File: src/rtl/dmaslc_pkg.sv
package dmaslc_pkg;
  localparam int QW   = 128;
  localparam int AW   = 32;
  localparam int CNTW = 16;
  localparam int SDW  = 32;

  typedef enum logic [1:0] {
    SEL_ADDR  = 2'd0,
    SEL_CNT   = 2'd1,
    SEL_GO    = 2'd2,
    SEL_CHAIN = 2'd3
  } cfg_sel_e;

  typedef enum logic [2:0] {
    TG_END  = 3'd0,
    TG_NEXT = 3'd2,
    TG_REF  = 3'd3
  } tag_kind_e;

  typedef struct packed {
    logic [SDW-1:0]  side;
    logic [AW-1:0]   addr;
    logic [2:0]      kind;
    logic [CNTW-1:0] cnt;
  } tag_t;

  // drop the byte offset inside a quadword
  function automatic logic [AW-1:0] qw_align(input logic [AW-1:0] a);
    return {a[AW-1:4], 4'h0};
  endfunction

  function automatic logic [AW-1:0] qw_step(input logic [AW-1:0] a);
    return a + AW'(16);
  endfunction

  function automatic tag_t tag_decode(input logic [QW-1:0] q);
    tag_t t;
    t.side = q[95:64];
    t.addr = qw_align(q[63:32]);
    t.kind = q[30:28];
    t.cnt  = q[15:0];
    return t;
  endfunction

  // where the data block of a tag lives
  function automatic logic [AW-1:0] blk_addr(input tag_t t, input logic [AW-1:0] tp);
    return (t.kind == TG_REF) ? t.addr : qw_step(tp);
  endfunction

  // where the following tag lives
  function automatic logic [AW-1:0] link_addr(input tag_t t, input logic [AW-1:0] tp);
    return (t.kind == TG_NEXT) ? t.addr : qw_step(tp);
  endfunction

  function automatic logic tag_is_last(input tag_t t);
    return !(t.kind == TG_NEXT || t.kind == TG_REF);
  endfunction
endpackage

File: src/rtl/dmaslc_arb.sv
module dmaslc_arb #(
  parameter int NCH   = 4,
  parameter int SLICE = 8,
  localparam int CHW  = (NCH > 1) ? $clog2(NCH) : 1,
  localparam int SW   = (SLICE > 1) ? $clog2(SLICE) : 1
) (
  input  logic           clk,
  input  logic           rst_n,
  input  logic [NCH-1:0] busy,
  input  logic           beat,
  input  logic           fin,
  output logic [CHW-1:0] cur
);
  logic [SW-1:0]  slot;
  logic [NCH-1:0] others;
  logic           slice_end;

  // nearest set bit after c, wrapping; c itself last; c when none
  function automatic logic [CHW-1:0] pick_after(input logic [CHW-1:0] c,
                                                 input logic [NCH-1:0] m);
    logic [CHW-1:0] r;
    int idx;
    r = c;
    for (int k = NCH; k >= 1; k--) begin
      idx = (int'(c) + k) % NCH;
      if (m[idx]) r = CHW'(idx);
    end
    return r;
  endfunction

  assign others    = busy & ~(NCH'(1) << cur);
  assign slice_end = beat && (fin || slot == SW'(SLICE - 1));

  always_ff @(posedge clk) begin
    if (!rst_n) begin
      cur  <= '0;
      slot <= '0;
    end else if (!busy[cur]) begin
      cur  <= pick_after(cur, busy);
      slot <= '0;
    end else if (slice_end) begin
      cur  <= pick_after(cur, fin ? others : busy);
      slot <= '0;
    end else if (beat) begin
      slot <= slot + SW'(1);
    end
  end

  // a served channel without an accepted slot keeps the port
  a_r6_stall_keeps_turn: assert property (@(posedge clk) disable iff (!rst_n)
    busy[cur] && !beat |=> cur == $past(cur));

  // after a completing slot another busy channel is served at once
  a_r5_no_gap: assert property (@(posedge clk) disable iff (!rst_n)
    beat && fin && (|others) |=> busy[cur]);
endmodule

File: src/rtl/dmaslc_chan.sv
module dmaslc_chan
  import dmaslc_pkg::*;
(
  input  logic           clk,
  input  logic           rst_n,
  input  logic           wr_en,
  input  logic [1:0]     wr_sel,
  input  logic [AW-1:0]  wr_data,
  input  logic           gnt,
  input  logic           snk_ready,
  input  logic [QW-1:0]  mem_rdata,
  output logic           busy,
  output logic [AW-1:0]  rd_addr,
  output logic           want_sink,
  output logic [SDW-1:0] side,
  output logic           beat,
  output logic           fin,
  output logic           done,
  output logic           irq
);
  typedef enum logic [1:0] {ST_IDLE, ST_DATA, ST_TAG, ST_CDATA} st_e;

  st_e             st;
  logic [AW-1:0]   prog_addr, ptr, tag_ptr;
  logic [CNTW-1:0] prog_cnt, rem;
  logic            last_blk;
  tag_t            tg;
  logic            go_wr, start_plain, start_list, zero_go, data_last;

  assign tg          = tag_decode(mem_rdata);
  assign busy        = (st != ST_IDLE);
  assign want_sink   = gnt && (st == ST_DATA || st == ST_CDATA);
  assign rd_addr     = (st == ST_TAG) ? tag_ptr : ptr;
  assign beat        = gnt && ((st == ST_TAG) || (want_sink && snk_ready));
  assign go_wr       = wr_en && (wr_sel == SEL_GO) && !busy;
  assign start_plain = go_wr && (prog_cnt != '0);
  assign zero_go     = go_wr && (prog_cnt == '0);
  assign start_list  = wr_en && (wr_sel == SEL_CHAIN) && !busy;
  assign data_last   = beat && (st != ST_TAG) && (rem == CNTW'(1));
  assign fin         = (data_last && (st == ST_DATA || last_blk)) ||
                       (beat && st == ST_TAG && tg.cnt == '0 && tag_is_last(tg));

  always_ff @(posedge clk) begin
    if (!rst_n) begin
      st        <= ST_IDLE;
      prog_addr <= '0;
      prog_cnt  <= '0;
      ptr       <= '0;
      tag_ptr   <= '0;
      rem       <= '0;
      last_blk  <= 1'b0;
      side      <= '0;
      done      <= 1'b0;
      irq       <= 1'b0;
    end else begin
      irq <= fin || zero_go;
      if (wr_en && wr_sel == SEL_ADDR) prog_addr <= wr_data;
      if (wr_en && wr_sel == SEL_CNT)  prog_cnt  <= wr_data[CNTW-1:0];
      if (fin || zero_go)                done <= 1'b1;
      else if (start_plain || start_list) done <= 1'b0;
      unique case (st)
        ST_IDLE: begin
          if (start_plain) begin
            ptr  <= qw_align(prog_addr);
            rem  <= prog_cnt;
            side <= '0;
            st   <= ST_DATA;
          end else if (start_list) begin
            tag_ptr <= qw_align(prog_addr);
            st      <= ST_TAG;
          end
        end
        ST_DATA: if (beat) begin
          ptr <= qw_step(ptr);
          rem <= rem - CNTW'(1);
          if (data_last) st <= ST_IDLE;
        end
        ST_TAG: if (beat) begin
          side     <= tg.side;
          ptr      <= blk_addr(tg, tag_ptr);
          tag_ptr  <= link_addr(tg, tag_ptr);
          rem      <= tg.cnt;
          last_blk <= tag_is_last(tg);
          if (tg.cnt != '0)          st <= ST_CDATA;
          else if (tag_is_last(tg))  st <= ST_IDLE;
        end
        ST_CDATA: if (beat) begin
          ptr <= qw_step(ptr);
          rem <= rem - CNTW'(1);
          if (data_last) st <= last_blk ? ST_IDLE : ST_TAG;
        end
        default: st <= ST_IDLE;
      endcase
    end
  end

  // a refused quadword stays offered at the same address
  a_r6_hold_on_stall: assert property (@(posedge clk) disable iff (!rst_n)
    want_sink && !snk_ready |=> want_sink && $stable(rd_addr));

  // a raised done flag means the channel has no work left
  a_r8_done_idle: assert property (@(posedge clk) disable iff (!rst_n)
    done |-> !busy);

  // the pulse only comes with the flag
  a_r8_irq_with_done: assert property (@(posedge clk) disable iff (!rst_n)
    irq |-> done);
endmodule

File: src/rtl/dmaslc_top.sv
module dmaslc_top
  import dmaslc_pkg::*;
#(
  parameter int NCH   = 4,
  parameter int SLICE = 8,
  localparam int CHW  = (NCH > 1) ? $clog2(NCH) : 1
) (
  input  logic           clk,
  input  logic           rst_n,
  input  logic           cfg_we,
  input  logic [CHW-1:0] cfg_ch,
  input  logic [1:0]     cfg_sel,
  input  logic [AW-1:0]  cfg_data,
  output logic           mem_rd,
  output logic [AW-1:0]  mem_addr,
  input  logic [QW-1:0]  mem_rdata,
  output logic [NCH-1:0] snk_valid,
  input  logic [NCH-1:0] snk_ready,
  output logic [QW-1:0]  snk_data,
  output logic [SDW-1:0] snk_side,
  output logic [NCH-1:0] done,
  output logic [NCH-1:0] irq
);
  logic [NCH-1:0] busy_v, beat_v, fin_v, want_v;
  logic [AW-1:0]  rd_addr_a [NCH];
  logic [SDW-1:0] side_a    [NCH];
  logic [CHW-1:0] cur;

  for (genvar g = 0; g < NCH; g++) begin : g_ch
    dmaslc_chan u_chan (
      .clk       (clk),
      .rst_n     (rst_n),
      .wr_en     (cfg_we && cfg_ch == CHW'(g)),
      .wr_sel    (cfg_sel),
      .wr_data   (cfg_data),
      .gnt       (cur == CHW'(g)),
      .snk_ready (snk_ready[g]),
      .mem_rdata (mem_rdata),
      .busy      (busy_v[g]),
      .rd_addr   (rd_addr_a[g]),
      .want_sink (want_v[g]),
      .side      (side_a[g]),
      .beat      (beat_v[g]),
      .fin       (fin_v[g]),
      .done      (done[g]),
      .irq       (irq[g])
    );
  end

  dmaslc_arb #(.NCH(NCH), .SLICE(SLICE)) u_arb (
    .clk   (clk),
    .rst_n (rst_n),
    .busy  (busy_v),
    .beat  (beat_v[cur]),
    .fin   (fin_v[cur]),
    .cur   (cur)
  );

  assign mem_rd    = busy_v[cur];
  assign mem_addr  = rd_addr_a[cur];
  assign snk_valid = want_v;
  assign snk_data  = mem_rdata;
  assign snk_side  = side_a[cur];

  // only one sink is offered data at a time
  a_r2_one_sink: assert property (@(posedge clk) disable iff (!rst_n)
    $onehot0(snk_valid));

  // reads land on quadword boundaries
  a_r3_aligned: assert property (@(posedge clk) disable iff (!rst_n)
    mem_rd |-> mem_addr[3:0] == 4'h0);
endmodule

File: config.mk
export PLATFORM = sky130hd
export DESIGN_NAME = dmaslc_top
export DESIGN_NICKNAME = d
export VERILOG_FILES = /design/src/rtl/dmaslc_pkg.sv /design/src/rtl/dmaslc_arb.sv /design/src/rtl/dmaslc_chan.sv /design/src/rtl/dmaslc_top.sv
export SDC_FILE = /design/constraint.sdc
export NUM_CORES = 2
export LEC_CHECK = 0
export ABC_AREA = 0
export BUFFER_PORTS_ARGS = -buffer_cell sky130_fd_sc_hd__buf_2
export CAP_MARGIN = 10
export CORE_AREA = 2 2 250 252
export CTS_CLUSTER_DIAMETER = 60
export DETAILED_ROUTE_END_ITERATION = 7
export DIE_AREA = 0 0 252 254
export GPL_TIMING_DRIVEN = 1
export PLACE_DENSITY = 0.8
export SYNTH_ARGS = -nofsm -noshare
export SYNTH_HDL_FRONTEND = slang
export SYNTH_SLANG_ARGS = --single-unit
File: constraint.sdc
create_clock -name clk -period 5.32 [get_ports clk]
set_input_delay 0.266 -clock clk [delete_from_list [all_inputs] [get_ports clk]]
set_output_delay 0.266 -clock clk [all_outputs]
set_load 0.03 [all_outputs]
==> results.txt <==
core area - 0.0613 mm^2
Clock Root Buffer - clkbuf_16
Ys Warns - 0
Worst Path Class, Setup - reg2out
wire length per cell - 24.6 um
Die X - 252 um
DRC - 0
Async SR Flop Fraction - 0%
placed wire-length estimate - 94600 um
drt pass-1 iters - 6
Worst setup SP type - flop
Post-Syn Area per Cell - 7.40 um^2
Port Buffers - 277
Clock Sinks - 621
num rows - 91
post-route setup TNS - 0 ns
total grt overflow - 0
Synth Instances - 4920
crit-path leading delay family - compound AO/OA/AOI/OAI gates
I/O Pins - 376
net total in the final layout - 5052
layout cell share with drive strength beyond 1 - 11.9%
maximum vdd drop - 0.000261 V
initial antenna violation count - 5
Post-DRT Antenna Nets - 0
Max Clock Skew - 0.0305 ns
Slew Limit Fails - 0
worst-margin pin slew - 1.16 ns
Clk Latency, worst-skew pair - 0.66 ns
CTS buffer count - 74
GRT Total Usage - 42.4%
CP most frequent cell - o21ai_0
Setup Buffers After CTS - 0
Synth Register Bits - 621
Die ar. - 0.0640 mm^2
Synth cell types - 84
vias in the first global route - 35100
dpl cells - 5521
critical path endpoint category - output port
CTS tree - yes
CP required - 5.05 ns
Routed WL - 140000 um
Layout area overhead - 9.86%
final number of hold-violating endpoints - 0
Setup WS post-layout - 0.898 ns
Max FO, Critical Path - 22
outcome - finished clean
slowest CP cell - o21ai_0
HP Class - in2reg
CP Buf/Inv Count - 1
Post-Synthesis Cell Area - 0.0364 mm^2
Critical Path Max Stage Delay - 0.93 ns
Slew HR - 21.6%
CTS HTree Levels - 3
Die Y-Extent - 254 um
largest net degree at the start of global routing - 159
RSZ-0062 raised after global routing - false
CP arrival - 4.16 ns
Max Cap Viol - 0
Leak - 13.7 nW
worst path cell trace - nor2b_2, o21ai_0, o21ai_0, o21ai_0, buf_2
post-CTS resize count - 0
Final Wtd Congestion - 1.07
clk slew on worst S/H paths - 0.06 ns
vias - 38700
final worst path period need - 4.42 ns
Final Non-Filler Cells - 5707
syn nets - 5113
clock tree buffer depth - 3
crit share post-route - 83.1%
Starting DRT DRC Count - 5045
Final Setup Violations - 0
initial core utilization - 59.4%
Pwr Density - 341 mW/mm^2
Finished Core Util - 65.3%
Place WS - 1.10 ns
ys flop type - dfxtp_1
sequential element share of the synthesized area - 34.2%
EDFF count, synth - 0
first-pass GRT wire length - 209000 um
Avg Vias per Cell - 6.77
hold slack - 0.0467 ns
Max Freq - 226 MHz
## power breakdown
group	total, mW	internal (mW)	leakage [nW]	switching, mW
Sequential	5.12	4.82	5.02	0.306
Clock	5.26	3.06	1.23	2.20
Combinational	3.26	0.937	7.42	2.32
## kinds of logic (layout without fill, tap and decap cells)
group	after synthesis	count (layout)	synth area share (%)
and+or+nand+nor	1904	1904	23.2
AOI/OAI and AO/OA	1480	1480	25.1
DFF	621	621	34.2
buffers and inverters	599	593	7.80
muxes	161	161	5.80
xor gates and xnor gates	133	133	3.20
adders and majority gates	22	22	0.756
other	0	3	0
## registers in the layout, summed over array words and instances (netlist names)
name and count:
g_ch.u_chan.last_blk 4, g_ch.u_chan.prog_addr 112, u_arb.cur 2, u_arb.slot 3, g_ch.u_chan.done 4, g_ch.u_chan.side 128, g_ch.u_chan.tag_ptr 112, g_ch.u_chan.st 8
g_ch.u_chan.prog_cnt 64, g_ch.u_chan.rem 64, g_ch.u_chan.irq 4, g_ch.u_chan.ptr 116
## timing repair
| item | in CTS | in global routing |
|---|---|---|
| hold endpoints to repair | 202 | 1 |
| setup endpoints to repair | 0 | 0 |
| hold buffers | 51 | 1 |
## worst register-to-register path: cells and delay by family (launching register included)
| family | cells | cell delay (ns) |
|---|---|---|
| AO/OA/AOI/OAI | 6 | 1.77 |
| adder cells (fa/ha/maj) | 1 | 0.55 |
| flip-flops | 1 | 0.69 |
| multiplexers | 1 | 0.21 |
| AND/OR/NAND/NOR | 3 | 1.07 |
## synthesized netlist by cell type, types with 11 or more instances
| cell | number | area (um^2) |
|---|---|---|
| a211o_1 | 22 | 193 |
| a211oi_1 | 299 | 2240 |
| a21o_1 | 14 | 105 |
| a21oi_1 | 639 | 3200 |
| a221oi_1 | 32 | 280 |
| a22oi_1 | 46 | 345 |
| a31oi_1 | 30 | 188 |
| and2_1 | 29 | 181 |
| and3_1 | 63 | 394 |
| and4_1 | 19 | 166 |
| buf_1 | 42 | 158 |
| buf_4 | 155 | 1160 |
| clkbuf_1 | 341 | 1280 |
| dfxtp_1 | 621 | 12400 |
| ha_1 | 22 | 275 |
| inv_1 | 53 | 199 |
| mux2i_1 | 113 | 1130 |
| mux4_2 | 39 | 878 |
| nand2_1 | 789 | 2960 |
| nand3_1 | 302 | 1510 |
| nand4_1 | 40 | 250 |
| nor2_1 | 452 | 1700 |
| nor2b_1 | 31 | 194 |
| nor3_1 | 88 | 440 |
| nor4_1 | 33 | 206 |
| o211ai_1 | 19 | 143 |
| o21a_1 | 14 | 105 |
| o21ai_0 | 233 | 1170 |
| o221a_2 | 12 | 135 |
| o221ai_1 | 15 | 131 |
| o22ai_1 | 26 | 163 |
| or3_1 | 11 | 68.8 |
| xnor2_1 | 57 | 499 |
| xor2_1 | 76 | 666 |
## area by class of cell
class / instances / area [um^2]
well taps: 790 / 988
multi-input cells: 3700 / 21300
clock buffers: 112 / 2220
inverters: 55 / 214
repair buffers: 407 / 2530
flip-flops and latches: 621 / 12400
fillers: 5271 / 21300
clock inverters: 19 / 269
diodes: 3 / 7.51
## placed cells by master (no fill, tap or decap), drive strengths merged, types with 112 or more instances in the layout
| cell | count |
|---|---|
| nor2 | 453 |
| a21oi | 639 |
| a211oi | 303 |
| nand2 | 789 |
| nand3 | 303 |
| dfxtp | 621 |
| mux2i | 113 |
| o21ai | 238 |
| clkbuf | 112 |
| buf | 355 |
## metrics by stage
| step | total power, mW | instance area [um^2] |
|---|---|---|
| CTS | 13.5 | 40000 |
| detailed placement | 8.29 | 37000 |
| finish | 13.6 | 40000 |
| global placement | 8.27 | 37000 |
| global route | 14.0 | 40000 |
| floorplan | 7.34 | 36400 |
## final timing paths
path,startpoint,slack [ns],depth (start not counted),to
setup / recovery,g_ch[0].u_chan.st[1],0.90,5,mem_addr[9]
hold / removal,cfg_data[12],0.05,3,g_ch[1].u_chan.prog_cnt[12]
setup reg to reg,u_arb.cur[1],0.93,11,u_arb.cur[0]
hold reg to reg,g_ch[3].u_chan.side[31],0.45,2,g_ch[3].u_chan.side[31]
## metal layers
| metal | GRT usage (%) | share of wire, % | up-vias |
|---|---|---|---|
| li1 | - | - | 17400 |
| met1 | 50.5 | 35 | 17900 |
| met2 | 65.0 | 43 | 2600 |
| met3 | 9.58 | 12 | 721 |
| met4 | 36.0 | 10 | 2 |
| met5 | 0 | 0.0078 | - |
Note: power is estimated with default switching activity, not from simulation.
